## src/rtl/csplit_pkg.sv

```systemverilog
package csplit_pkg;
  typedef enum logic [1:0] {
    RSP_DATA  = 2'd0,
    RSP_MDATA = 2'd1,
    RSP_NYET  = 2'd2,
    RSP_ERR   = 2'd3
  } rsp_e;
endpackage

```

## src/rtl/csplit_order_check.sv

```systemverilog
module csplit_order_check #(
  parameter int NUF   = 8,
  parameter int IDX_W = $clog2(NUF)
) (
  input  logic [IDX_W-1:0] idx,
  input  logic [NUF-1:0]   mask,
  input  logic [NUF-1:0]   prog,
  output logic             sched,
  output logic             skip,
  output logic             last
);
  logic [NUF-1:0] below, above;

  for (genvar i = 0; i < NUF; i++) begin : g_pos
    assign below[i] = (IDX_W'(i) < idx);
    assign above[i] = (IDX_W'(i) > idx);
  end

  assign sched = mask[idx];
  assign skip  = |(mask & below & ~prog);
  assign last  = ~|(mask & above);
endmodule

```

## src/rtl/csplit_byte_counter.sv

```systemverilog
module csplit_byte_counter #(
  parameter int BYTE_W = 11
) (
  input  logic              clk,
  input  logic              rst,
  input  logic              load,
  input  logic [BYTE_W-1:0] load_val,
  input  logic              sub_en,
  input  logic [BYTE_W-1:0] sub_val,
  output logic [BYTE_W-1:0] count
);
  always_ff @(posedge clk) begin
    if (rst)         count <= '0;
    else if (load)   count <= load_val;
    else if (sub_en) count <= (sub_val >= count) ? '0 : count - sub_val;
  end
endmodule

```

## src/rtl/csplit_tracker.sv

```systemverilog
module csplit_tracker
  import csplit_pkg::*;
#(
  parameter int NUF    = 8,
  parameter int BYTE_W = 11,
  localparam int IDX_W = $clog2(NUF)
) (
  input  logic              clk,
  input  logic              rst,
  input  logic              load,
  input  logic [BYTE_W-1:0] load_bytes,
  input  logic [NUF-1:0]    load_mask,
  input  logic              uf_tick,
  input  logic [IDX_W-1:0]  uf_idx,
  input  logic [1:0]        resp_code,
  input  logic [BYTE_W-1:0] resp_bytes,
  input  logic              resp_err,
  output logic              issue_csplit,
  output logic              active,
  output logic              done,
  output logic              missed_uframe_err,
  output logic              xact_err,
  output logic [BYTE_W-1:0] remaining_bytes
);
  logic [NUF-1:0] prog_q, mask_q;
  logic sched, skip, last;
  logic go, skip_hit, issue_now, sub_en, retire, err_now;
  rsp_e rsp;

  assign rsp = rsp_e'(resp_code);

  csplit_order_check #(.NUF(NUF), .IDX_W(IDX_W)) u_order (
    .idx(uf_idx), .mask(mask_q), .prog(prog_q),
    .sched(sched), .skip(skip), .last(last)
  );

  always_comb begin
    go        = uf_tick && active && !load && sched;
    skip_hit  = go && skip;
    issue_now = go && !skip;
    sub_en    = issue_now && (rsp == RSP_DATA || rsp == RSP_MDATA);
    err_now   = 1'b0;
    retire    = skip_hit;
    if (issue_now) begin
      unique case (rsp)
        RSP_DATA:  begin retire = 1'b1; err_now = resp_err; end
        RSP_MDATA: begin retire = last; err_now = last;     end
        RSP_NYET:  begin retire = last; err_now = last;     end
        RSP_ERR:   begin retire = 1'b1; err_now = 1'b1;     end
        default:   ;
      endcase
    end
  end

  csplit_byte_counter #(.BYTE_W(BYTE_W)) u_bytes (
    .clk(clk), .rst(rst), .load(load), .load_val(load_bytes),
    .sub_en(sub_en), .sub_val(resp_bytes), .count(remaining_bytes)
  );

  always_ff @(posedge clk) begin
    if (rst) begin
      prog_q            <= '0;
      mask_q            <= '0;
      active            <= 1'b0;
      done              <= 1'b0;
      issue_csplit      <= 1'b0;
      missed_uframe_err <= 1'b0;
      xact_err          <= 1'b0;
    end else begin
      issue_csplit <= issue_now;
      done         <= retire;
      if (load) begin
        prog_q            <= '0;
        mask_q            <= load_mask;
        active            <= 1'b1;
        missed_uframe_err <= 1'b0;
        xact_err          <= 1'b0;
      end else begin
        if (issue_now) prog_q[uf_idx] <= 1'b1;
        if (retire)    active <= 1'b0;
        if (skip_hit)  missed_uframe_err <= 1'b1;
        if (err_now)   xact_err <= 1'b1;
      end
    end
  end
endmodule

```

## config.mk

```make
export PLATFORM = sky130hd
export DESIGN_NAME = csplit_tracker
export DESIGN_NICKNAME = d
export VERILOG_FILES = /design/src/rtl/csplit_pkg.sv /design/src/rtl/csplit_order_check.sv /design/src/rtl/csplit_byte_counter.sv /design/src/rtl/csplit_tracker.sv
export SDC_FILE = /design/constraint.sdc
export NUM_CORES = 1
export LEC_CHECK = 0
export ABC_AREA = 1
export BUFFER_PORTS_ARGS = -buffer_cell sky130_fd_sc_hd__buf_2
export CAP_MARGIN = 5
export CORE_ASPECT_RATIO = 0.7
export CORE_MARGIN = 4
export CORE_UTILIZATION = 32
export CTS_BUF_LIST = sky130_fd_sc_hd__clkbuf_2
export CTS_CLUSTER_DIAMETER = 50
export DETAILED_ROUTE_END_ITERATION = 16
export GPL_TIMING_DRIVEN = 0
export REMOVE_ABC_BUFFERS = 1
export SYNTH_ARGS = -nofsm -noshare
export SYNTH_HDL_FRONTEND = slang
export SYNTH_SLANG_ARGS = --single-unit
```

## constraint.sdc

```tcl
create_clock -name clk -period 2.1 [get_ports clk]
set_clock_uncertainty 0.1 [all_clocks]
set_input_delay 0.21 -clock clk [delete_from_list [all_inputs] [get_ports clk]]
set_output_delay 0.21 -clock clk [all_outputs]
set_load 0.005 [all_outputs]
```

==> results of run 1 <==
==> layout make-up <==
| type | count | area share |
|---|---|---|
| multi-input cells | 270 | 0.514 |
| flip-flops and latches | 31 | 0.223 |
| repair buffers | 60 | 0.115 |
| inverters | 67 | 0.0921 |
| well taps | 94 | 0.0420 |
| clock buffers | 5 | 0.00894 |
| clock inverters | 2 | 0.00313 |
| repair inverters | 1 | 0.00179 |
==> cells in the final DEF (no fill, tap or decap) <==
cell / synthesis / layout
nand2_1: 111 / 108
inv_1: 60 / 59
buf_2: 1 / 55
nand3_1: 39 / 34
a21oi_1: 31 / 31
dfxtp_1: 31 / 29
nor2_1: 26 / 24
o21ai_0: 19 / 17
ha_1: 15 / 12
or2_2: 7 / 7
nand3_2: 1 / 6
clkbuf_2: 0 / 5
nor2_2: 2 / 4
clkinv_1: 3 / 4
dlygate4sd3_1: 0 / 4
nand2_2: 1 / 3
inv_2: 4 / 3
o21ai_1: 1 / 3
nand3b_1: 3 / 3
xor2_1: 3 / 3
nand4_1: 2 / 2
nor3_1: 2 / 2
nor2_4: 2 / 2
ha_4: 0 / 2
dfxtp_2: 0 / 2
nand2_4: 0 / 1
clkinvlp_4: 0 / 1
inv_4: 0 / 1
and2_1: 1 / 1
nor4_1: 1 / 1
o22ai_1: 1 / 1
o211ai_1: 1 / 1
fa_2: 0 / 1
ha_2: 0 / 1
clkinv_2: 0 / 1
clkinvlp_2: 0 / 1
buf_4: 1 / 1
==> worst max-delay path, stage by stage, from the launching register on <==
cell	delay (ns)
dfxtp_2	0.36
inv_1	0.05
ha_1	0.14
inv_1	0.08
fa_2	0.37
nand2_1	0.09
nand3_2	0.11
nand3_2	0.10
nand2_1	0.07
nand2_1	0.06
nand3_1	0.07
o21ai_1	0.14
nand2_1	0.07
a21oi_1	0.12
==> cell families after synthesis <==
logic type                 count (synthesis)
and+or+nand+nor                          198
AOI/OAI and AO/OA                         53
xor gates and xnor gates                   3
buffers and inverters                     76
DFF                                       31
adders and majority gates                 16
==> per-layer routing <==
layer  vias up  global-route usage  wire, µm
li1       1300                   -         -
met1      1056               0.237      3670
met2        70               0.203      2560
met3         5              0.0292       418
met4         0              0.0336        56
met5         -                   0         0
==> power groups by stage <==
stage	clock network (mW)	logic (mW)	registers (mW)
finish	0.292	0.423	0.630
global route	0.325	0.481	0.634
CTS	0.303	0.399	0.629
detailed placement	0	0.387	0.641
global placement	0	0.384	0.640
floorplan	0	0.254	0.641
==> worst paths after layout <==
check | start | end | slack, ns | cells after the start
max reg2reg | u_bytes.count[0]$_SDFFE_PP0P_ | u_bytes.count[8]$_SDFFE_PP0P_ | 0.12 | 13
max | u_bytes.count[0]$_SDFFE_PP0P_ | u_bytes.count[8]$_SDFFE_PP0P_ | 0.12 | 13
min reg2reg | prog_q[0]$_SDFFE_PP0P_ | prog_q[0]$_SDFFE_PP0P_ | 0.36 | 2
min | load_mask[4] | mask_q[4]$_SDFFE_PP0P_ | 0.02 | 3
==> repair_timing <==
item	4_1_cts	5_1_grt
cloned	0	1
setup buffers	0	1
hold endpoints to repair	4	0
endpoints found under the setup margin	13	9
gates resized for setup	4	18
hold buffers	4	0
==> flip-flops by register name, indices dropped and copies added (netlist names) <==
register           flops
xact_err               1
u_bytes.count         11
done                   1
issue_csplit           1
prog_q                 7
missed_uframe_err      1
mask_q                 8
active                 1
==> impl_results.md, run 1 <==
* Run status: finished clean
* Dpl hpwl at 4950 µm
* Area occupied by multi-input gates at 1440 µm²
* Drt drc at 0
* Overall Power at 1.34 mW
* Core area at 6850 µm²
* Tightest Pin Transition at 0.750 ns
* Leading area contributor after synthesis: dfxtp_1
* Max-Cap Viols at 0
* CP max FO at 3
* Pin count of the biggest net entering global routing at 39
* Main flop type after synthesis: dfxtp_1
* Worst slack, placed at -0.566 ns
* Port Buffers at 55
* Setup tns final at 0 ns
* RePlAce Congestion at 0.871
* Post-Synth Adder-Cell Area at 0.0904
* RSZ-0062 raised after global routing: no
* Worst hold slack at 0.0245 ns
* Mean Syn Cell Area at 6.10 µm²
* PD cells at 481 nW/µm²
* Post-route insts no fill at 530
* Multiplexer share of the synthesized area at 0
* Design area at 2800 µm²
* Clk slew on worst S/H paths at 0.19 ns
* Xor/xnor cell area share of the yosys netlist at 0.0114
* Seq pwr share at 0.468
* WL/cell at 12.6 µm
* Vias at 2,431
* Hold WC Path Type: in -> reg
* First-pass detailed-route iteration total at 4
* Layout cells sized above 1 at 0.222
* P_leak at 1.44 nW
* P&R area growth vs syn at 21.7%
* Sw frac at 0.371
* Post-synth top cells: 111 x nand2_1, 60 x inv_1, 39 x nand3_1
* Crit path time final at 1.98 ns
* Final Setup Violations at 0
* Top-area cell type share of the netlist area at 0.270
* Final hold viol count at 0
* Ys async rst share at 0
* Fmax at 505 MHz
* EDFF count, synth at 0
* Compound-Gate Fraction of Synth Area at 0.117
* Root buf cell: clkbuf_2
* Synth warn at 0
* Final period util at 0.942
* Die area at 8620 µm²
* First-pass GRT wire length at 10,100 µm
* Logic pwr share at 0.315
* GRT Residual Overflow at 0
* Critical path class: reg -> reg
* Placed Cells at 517
* CTS tree: yes
* Yosys reg bits at 31
* Area post-placement at 2630 µm²
* Worst EP arrival at 2.20 ns
* Worst path required time at 2.32 ns
* H-tree levels at 2
* Die height at 78.9 µm
* Sequential-to-total area share from yosys stat at 0.270
* Site row count at 25
* Worst vdd ir at 0.201 mV
* Fillers at 778
* CTS Buffer Depth at 2
* Main area contributors after synthesis: dfxtp_1 27%, nand2_1 18%, inv_1 9.8%
* Synth Cell Area at 2300 µm²
* Unique masters post-synth at 29
* Worst skew pair latency at 0.37 ns
* Post-route ant nets at 0
* Initial DRC count at 179
* Largest family of logic cells by synthesized area: simple AND/OR/NAND/NOR gates
* Final setup margin at 0.121 ns
* Register area at 623 µm²
* Vias per cell at 4.59
* Initial core utilization at 0.336
* Startpoint Class: flop
* Util after Layout at 0.408
* Layout Nets at 492
* Drt total wl at 6700 µm
* Mapped Cells at 377
* I/O pin cnt at 56
* Clock power frac at 0.217
* Die W at 109 µm
* Pint at 846 µW
* TritonCTS buffer count at 5
* Antenna Cells at 0
* Total track usage at 0.149
* Area share of and/or/nand/nor cells after synthesis at 0.375
* Antenna violations before repair at 0
* CTS Sinks at 31
* Slew Limit Fails at 0
* Crit. End Element: flop
* Worst rel slew slack at 0.497
* Switching power at 498 µW
* Top-count cell post-synth: nand2_1
* Vias in the first global route at 2,133
(Power assumes the default switching activity.)
==> inputs of run 2 (changes only) <==
CORE_UTILIZATION = 35   (was 32)
==> run 2 against run 1 <==
Against the previous run:
- die area decreased by 7.8%
- final cell count decreased by 2.1%
- critical endpoint unchanged
- non-clock buffer count increased by 5
- routed wire length decreased by 3.5%
- via count increased by 1.2%
- power increased by 11%
- largest power group unchanged
- cell area increased by 4.5%
- highest routed layer unchanged
- register-to-register slack got worse by 0.03 ns
==> impl_results.md, run 2 (synthesis results as in run 1) <==
* Overall Power at 1.50 mW (+11%)
* Post-route insts no fill at 519 (-2.1%)
* Startpoint Class: flop
* Post-route ant nets at 0 (unchanged)
* Drt drc at 0 (unchanged)
* Commonest non-fill, non-tap cell in the layout: nand2_1
* Final period util at 0.957 (+0.0143)
* RSZ-0062 raised after global routing: yes
* Initial core utilization at 0.364 (+0.0290)
* Crit path time final at 2.01 ns (+0.0301 ns)
* Die W at 105 µm (-4.1%)
* Antenna Cells at 0 (unchanged)
* First-pass detailed-route iteration total at 4 (unchanged)
* Worst vdd ir at 0.223 mV (+11%)
* PD cells at 512 nW/µm² (+6.6%)
* Critical path class: reg -> reg
* Total track usage at 0.168 (+0.0187)
* Pin count of the biggest net entering global routing at 39 (unchanged)
* Drt total wl at 6470 µm (-3.5%)
* Top reg by flops: u_bytes.count
* Worst path required time at 2.30 ns (-0.02 ns)
* WL/cell at 12.5 µm (-1.4%)
* Vias at 2,459 (+1.2%)
* Most frequent cells in the layout: 107 x nand2_1, 57 x inv_1, 55 x buf_2
* TritonCTS buffer count at 5 (unchanged)
* Port Buffers at 55 (unchanged)
* Dpl hpwl at 4850 µm (-2.1%)
* Placed Cells at 501 (-3.1%)
* Run status: finished clean
* H-tree levels at 2 (unchanged)
* Vias in the first global route at 2,282 (+7.0%)
* Core area at 6310 µm² (-7.9%)
* Max-Cap Viols at 0 (unchanged)
* Worst skew pair latency at 0.36 ns (about the same)
* Clk slew on worst S/H paths at 0.18 ns (about the same)
* Design area at 2920 µm² (+4.5%)
* Area post-placement at 2610 µm² (-0.76%)
* CTS tree: yes
* Largest regs: u_bytes.count (11), mask_q (8), prog_q (7)
* Initial DRC count at 153 (-15%)
* Worst hold slack at 0.0408 ns (+0.0163 ns)
* Crit. End Element: flop
* Root buf cell: clkbuf_2
* GRT Residual Overflow at 0 (unchanged)
* Worst EP arrival at 2.21 ns (about the same)
* Hold WC Path Type: in -> reg
* Worst rel slew slack at 0.619 (+0.121)
* CP max FO at 3 (unchanged)
* P&R area growth vs syn at 27.2%
* Number of flip-flops in the largest register at 11 (unchanged)
* Min-Delay Path Depth at 3 (unchanged)
* Slew Limit Fails at 0 (unchanged)
* Final Setup Violations at 0 (unchanged)
* First-pass GRT wire length at 10,700 µm (+5.6%)
* Tightest Pin Transition at 0.570 ns (-0.179 ns)
* Die height at 75.8 µm (-3.9%)
* Vias per cell at 4.74 (+3.3%)
* Antenna violations before repair at 0 (unchanged)
* P_leak at 1.48 nW (+2.8%)
* Setup tns final at 0 ns (unchanged)
* Flop2flop setup slack at 0.09 ns (-0.03 ns)
* Layout cells sized above 1 at 0.249 (+0.0270)
* Final hold viol count at 0 (unchanged)
* Layout Nets at 496 (+0.81%)
* I/O pin cnt at 56 (unchanged)
* Die area at 7950 µm² (-7.8%)
* Site row count at 24 (-4.0%)
* CTS Buffer Depth at 2 (unchanged)
* Fmax at 498 MHz (-1.5%)
* CTS Sinks at 31 (unchanged)
* RePlAce Congestion at 0.868 (-0.31%)
* Worst r2r path cells at 13 (unchanged)
## run 2: cell types whose count changed in the layout (fill, tap and decap cells not counted), moves of 2 or more
cell           before  now
buf_4               1    3
inv_1              59   57
ha_1               12    7
ha_4                2    6
dlygate4sd3_1       4    7
## run 2: metrics by stage
| step | worst slack [ns] | utilization |
|---|---|---|
| after floorplan | 0.269 | - |
| after global placement | -0.538 | 0.414 |
| after detailed placement | -0.498 | 0.414 |
| after CTS | 0.0294 | 0.435 |
| after global routing | -0.0562 | 0.464 |
| final | 0.0912 | 0.464 |
## run 2: area by class of cell
cell class	count	area [µm²]
Clock buffer	5	25.0
Inverter	67	260
Clock inverter	3	38.8
Fill cell	719	3380
Tap cell	78	97.6
Sequential cell	31	623
Timing Repair Buffer	65	368
Multi-Input combinational cell	270	1510
## run 2: what timing repair did
item | CTS | global route
resized for setup | 6 | 32
endpoints found under the hold margin | 5 | 2
hold buffers | 5 | 2
buffers inserted | 0 | 3
gates cloned | 0 | 0
setup endpoints to repair | 10 | 10
pin swaps | 0 | 8
## run 2: report_power, final
group	total [mW]	leakage, nW	switching [mW]	internal [mW]
Sequential	0.633	0.255	0.0182	0.614
Combinational	0.449	1.19	0.267	0.182
Clock	0.417	0.0404	0.221	0.196
Total	1.50	1.48	0.506	0.992
## run 2: critical path: stages (launching register included)
cell and delay, ns:
dfxtp_2 0.37, inv_2 0.06, ha_4 0.13, inv_4 0.04
fa_2 0.40, nand2_2 0.10, nand3_4 0.08, nand3_2 0.08
nand2_1 0.07, nand2_1 0.06, nand3_1 0.07, o21ai_1 0.15
nand2_1 0.08, a21oi_2 0.15
## run 2: final timing paths
path | startpoint | to
worst max-delay path | u_bytes.count[0]$_SDFFE_PP0P_ | u_bytes.count[8]$_SDFFE_PP0P_
worst max register to register | u_bytes.count[0]$_SDFFE_PP0P_ | u_bytes.count[8]$_SDFFE_PP0P_
worst min register to register | xact_err$_SDFFE_PP0P_ | xact_err$_SDFFE_PP0P_
worst min-delay path | load_mask[0] | mask_q[0]$_SDFFE_PP0P_
## run 2: metal layers
metal  vias up  share of wire  track usage
met5         -              0            0
met4         0          0.011       0.0422
met3         9          0.070       0.0398
met2        68           0.39        0.244
met1      1078           0.53        0.250
li1       1304              -            -
==> inputs of run 3 (changes only) <==
RECOVER_POWER = 100   (was default)
REMOVE_ABC_BUFFERS = default   (was 1)
==> run 3 against run 2 <==
Against the previous run:
- via count increased by 3.0%
- largest cell class unchanged
- sequential cell count unchanged
- first-iteration DRC count increased by 4.6%
- critical path depth unchanged
==> impl_results.md, run 3 (synthesis results as in run 1) <==
* CTS Sinks at 31 (unchanged)
* Post-route insts no fill at 526 (+1.3%)
* CP max FO at 10 (+7)
* Site row count at 24 (unchanged)
* Tightest Pin Transition at 0.647 ns (+0.0769 ns)
* Most frequent cells in the layout: 107 x nand2_1, 59 x inv_1, 47 x buf_2
* Largest regs: u_bytes.count (11), mask_q (8), prog_q (7)
* Max-Cap Viols at 0 (unchanged)
* Max layer used: met4
* Metal3 WL at 459 µm (+1.1%)
* Number of flip-flops in the largest register at 11 (unchanged)
* Clk slew on worst S/H paths at 0.19 ns (about the same)
* Hold WC Path Type: in -> reg
* Run status: finished clean
* Startpoint Class: primary input
* Initial DRC count at 160 (+4.6%)
* Crit. End Element: flop
* Port Buffers at 54 (-1.8%)
* Final period util at 0.961 (+0.00440)
* Die height at 75.8 µm (unchanged)
* Worst r2r path cells at 9 (-4)
* Placed Cells at 509 (+1.6%)
* WL met1 at 3940 µm (+15%)
* Pin count of the biggest net entering global routing at 11 (-72%)
* TritonCTS buffer count at 5 (unchanged)
* Hold EP: mask_q[4]$_SDFFE_PP0P_
* Worst vdd ir at 0.176 mV (-21%)
* First-pass GRT wire length at 11,200 µm (+4.4%)
* Min-Delay Path Depth at 3 (unchanged)
* Final Setup Violations at 0 (unchanged)
* Layout Nets at 503 (+1.4%)
* Antenna Cells at 0 (unchanged)
* Commonest non-fill, non-tap cell in the layout: nand2_1
* Root buf cell: clkbuf_2
* GRT Residual Overflow at 0 (unchanged)
* Fmax at 496 MHz (-0.46%)
* Initial core utilization at 0.364 (unchanged)
* Core area at 6310 µm² (unchanged)
* Design area at 2890 µm² (-1.0%)
* Vias per cell at 4.81 (+1.6%)
* RePlAce Congestion at 0.898 (+3.4%)
* Slew Limit Fails at 0 (unchanged)
* Top reg by flops: u_bytes.count
* Drt total wl at 7130 µm (+10%)
* Antenna violations before repair at 0 (unchanged)
* Post-route ant nets at 0 (unchanged)
* Total track usage at 0.179 (+0.0107)
* Setup tns final at 0 ns (unchanged)
* Layout cells sized above 1 at 0.217 (-0.0329)
* Crit path time final at 2.02 ns (+0.00923 ns)
* CTS tree: yes
* CTS Buffer Depth at 2 (unchanged)
* Worst path required time at 2.26 ns (-0.04 ns)
* Vias in the first global route at 2,239 (-1.9%)
* Worst rel slew slack at 0.568 (-0.0504)
* Critical path class: in -> reg
* Util after Layout at 0.459 (-0.00476)
* P_leak at 1.46 nW (-1.1%)
* Flop2flop setup slack at 0.11 ns (+0.02 ns)
* Worst flop-to-flop path endpoint: u_bytes.count[5]$_SDFFE_PP0P_
* WL/cell at 13.6 µm (+8.7%)
* H-tree levels at 2 (unchanged)
* First-pass detailed-route iteration total at 5 (+1)
* Syn Nets at 433
* Dpl hpwl at 5340 µm (+10%)
* Final hold viol count at 0 (unchanged)
* Die W at 105 µm (unchanged)
* HP Start: load_mask[4]
* Drt drc at 0 (unchanged)
* PD cells at 482 nW/µm² (-6.0%)
* Total length of routed met2 wires at 2660 µm (+5.8%)
* Worst skew pair latency at 0.38 ns (+0.02 ns)
* Vias at 2,532 (+3.0%)
* Die area at 7950 µm² (unchanged)
* Reg2reg start: u_bytes.count[9]$_SDFFE_PP0P_
* I/O pin cnt at 56 (unchanged)
* Area post-placement at 2670 µm² (+2.2%)
* Worst EP arrival at 2.18 ns (-0.03 ns)
* P&R area growth vs syn at 25.9%
[run 3: critical path: stages]
cell and delay (ns):
dlygate4sd3_1 0.55, buf_6 0.15, inv_2 0.07, buf_6 0.13, nand2_1 0.06, nand3_1 0.09
nand2_1 0.07, nor2_1 0.23, nor2_4 0.07, and2_1 0.16, clkbuf_2 0.19, o211ai_1 0.13
a21oi_1 0.08
[run 3: cell type report]
class                           instances  area [µm²]
Fill cell                             713        3410
Multi-Input combinational cell        270        1470
Sequential cell                        31         623
Timing Repair Buffer                   63         349
Inverter                               67         256
Tap cell                               78        97.6
Buffer                                  9        57.6
Clock buffer                            5        25.0
Clock inverter                          3        15.0
[run 3: what timing repair did]
action,4_1_cts,5_1_grt
buffers inserted,0,1
endpoints found under the setup margin,9,11
resized for setup,5,27
pin swaps,0,4
endpoints found under the hold margin,11,0
hold buffers,8,0
[run 3: worst max path at each step]
stage | from | end | cells past startpoint
final | uf_idx[0] | xact_err$_SDFFE_PP0P_ | 13
after global routing | u_bytes.count[0]$_SDFFE_PP0P_ | u_bytes.count[8]$_SDFFE_PP0P_ | 13
after CTS | u_bytes.count[2]$_SDFFE_PP0P_ | u_bytes.count[2]$_SDFFE_PP0P_ | 13
after detailed placement | resp_bytes[2] | u_bytes.count[7]$_SDFFE_PP0P_ | 13
after global placement | resp_bytes[2] | u_bytes.count[7]$_SDFFE_PP0P_ | 13
after floorplan | u_bytes.count[0]$_SDFFE_PP0P_ | u_bytes.count[6]$_SDFFE_PP0P_ | 13
[run 3: metal layers]
metal / track usage / vias to the layer above
li1: - / 1324
met1: 0.281 / 1104
met2: 0.239 / 94
met3: 0.0381 / 10
met4: 0.0495 / 0
met5: 0 / -
[run 3: power breakdown]
group | switching (mW) | leakage (nW) | total [mW] | internal [mW]
Combinational | 0.274 | 1.18 | 0.452 | 0.178
Clock | 0.233 | 0.0325 | 0.310 | 0.0764
Sequential | 0.0169 | 0.255 | 0.631 | 0.615
[run 3: per-stage QoR]
step	hold slack [ns]	setup WS [ns]	power (mW)
after floorplan	0.179	0.275	0.908
after global placement	0.340	-0.212	1.04
after detailed placement	0.345	-0.133	1.04
after CTS	0.00455	0.00841	1.37
after global routing	0.0133	-0.00726	1.48
final	0.0196	0.0820	1.39
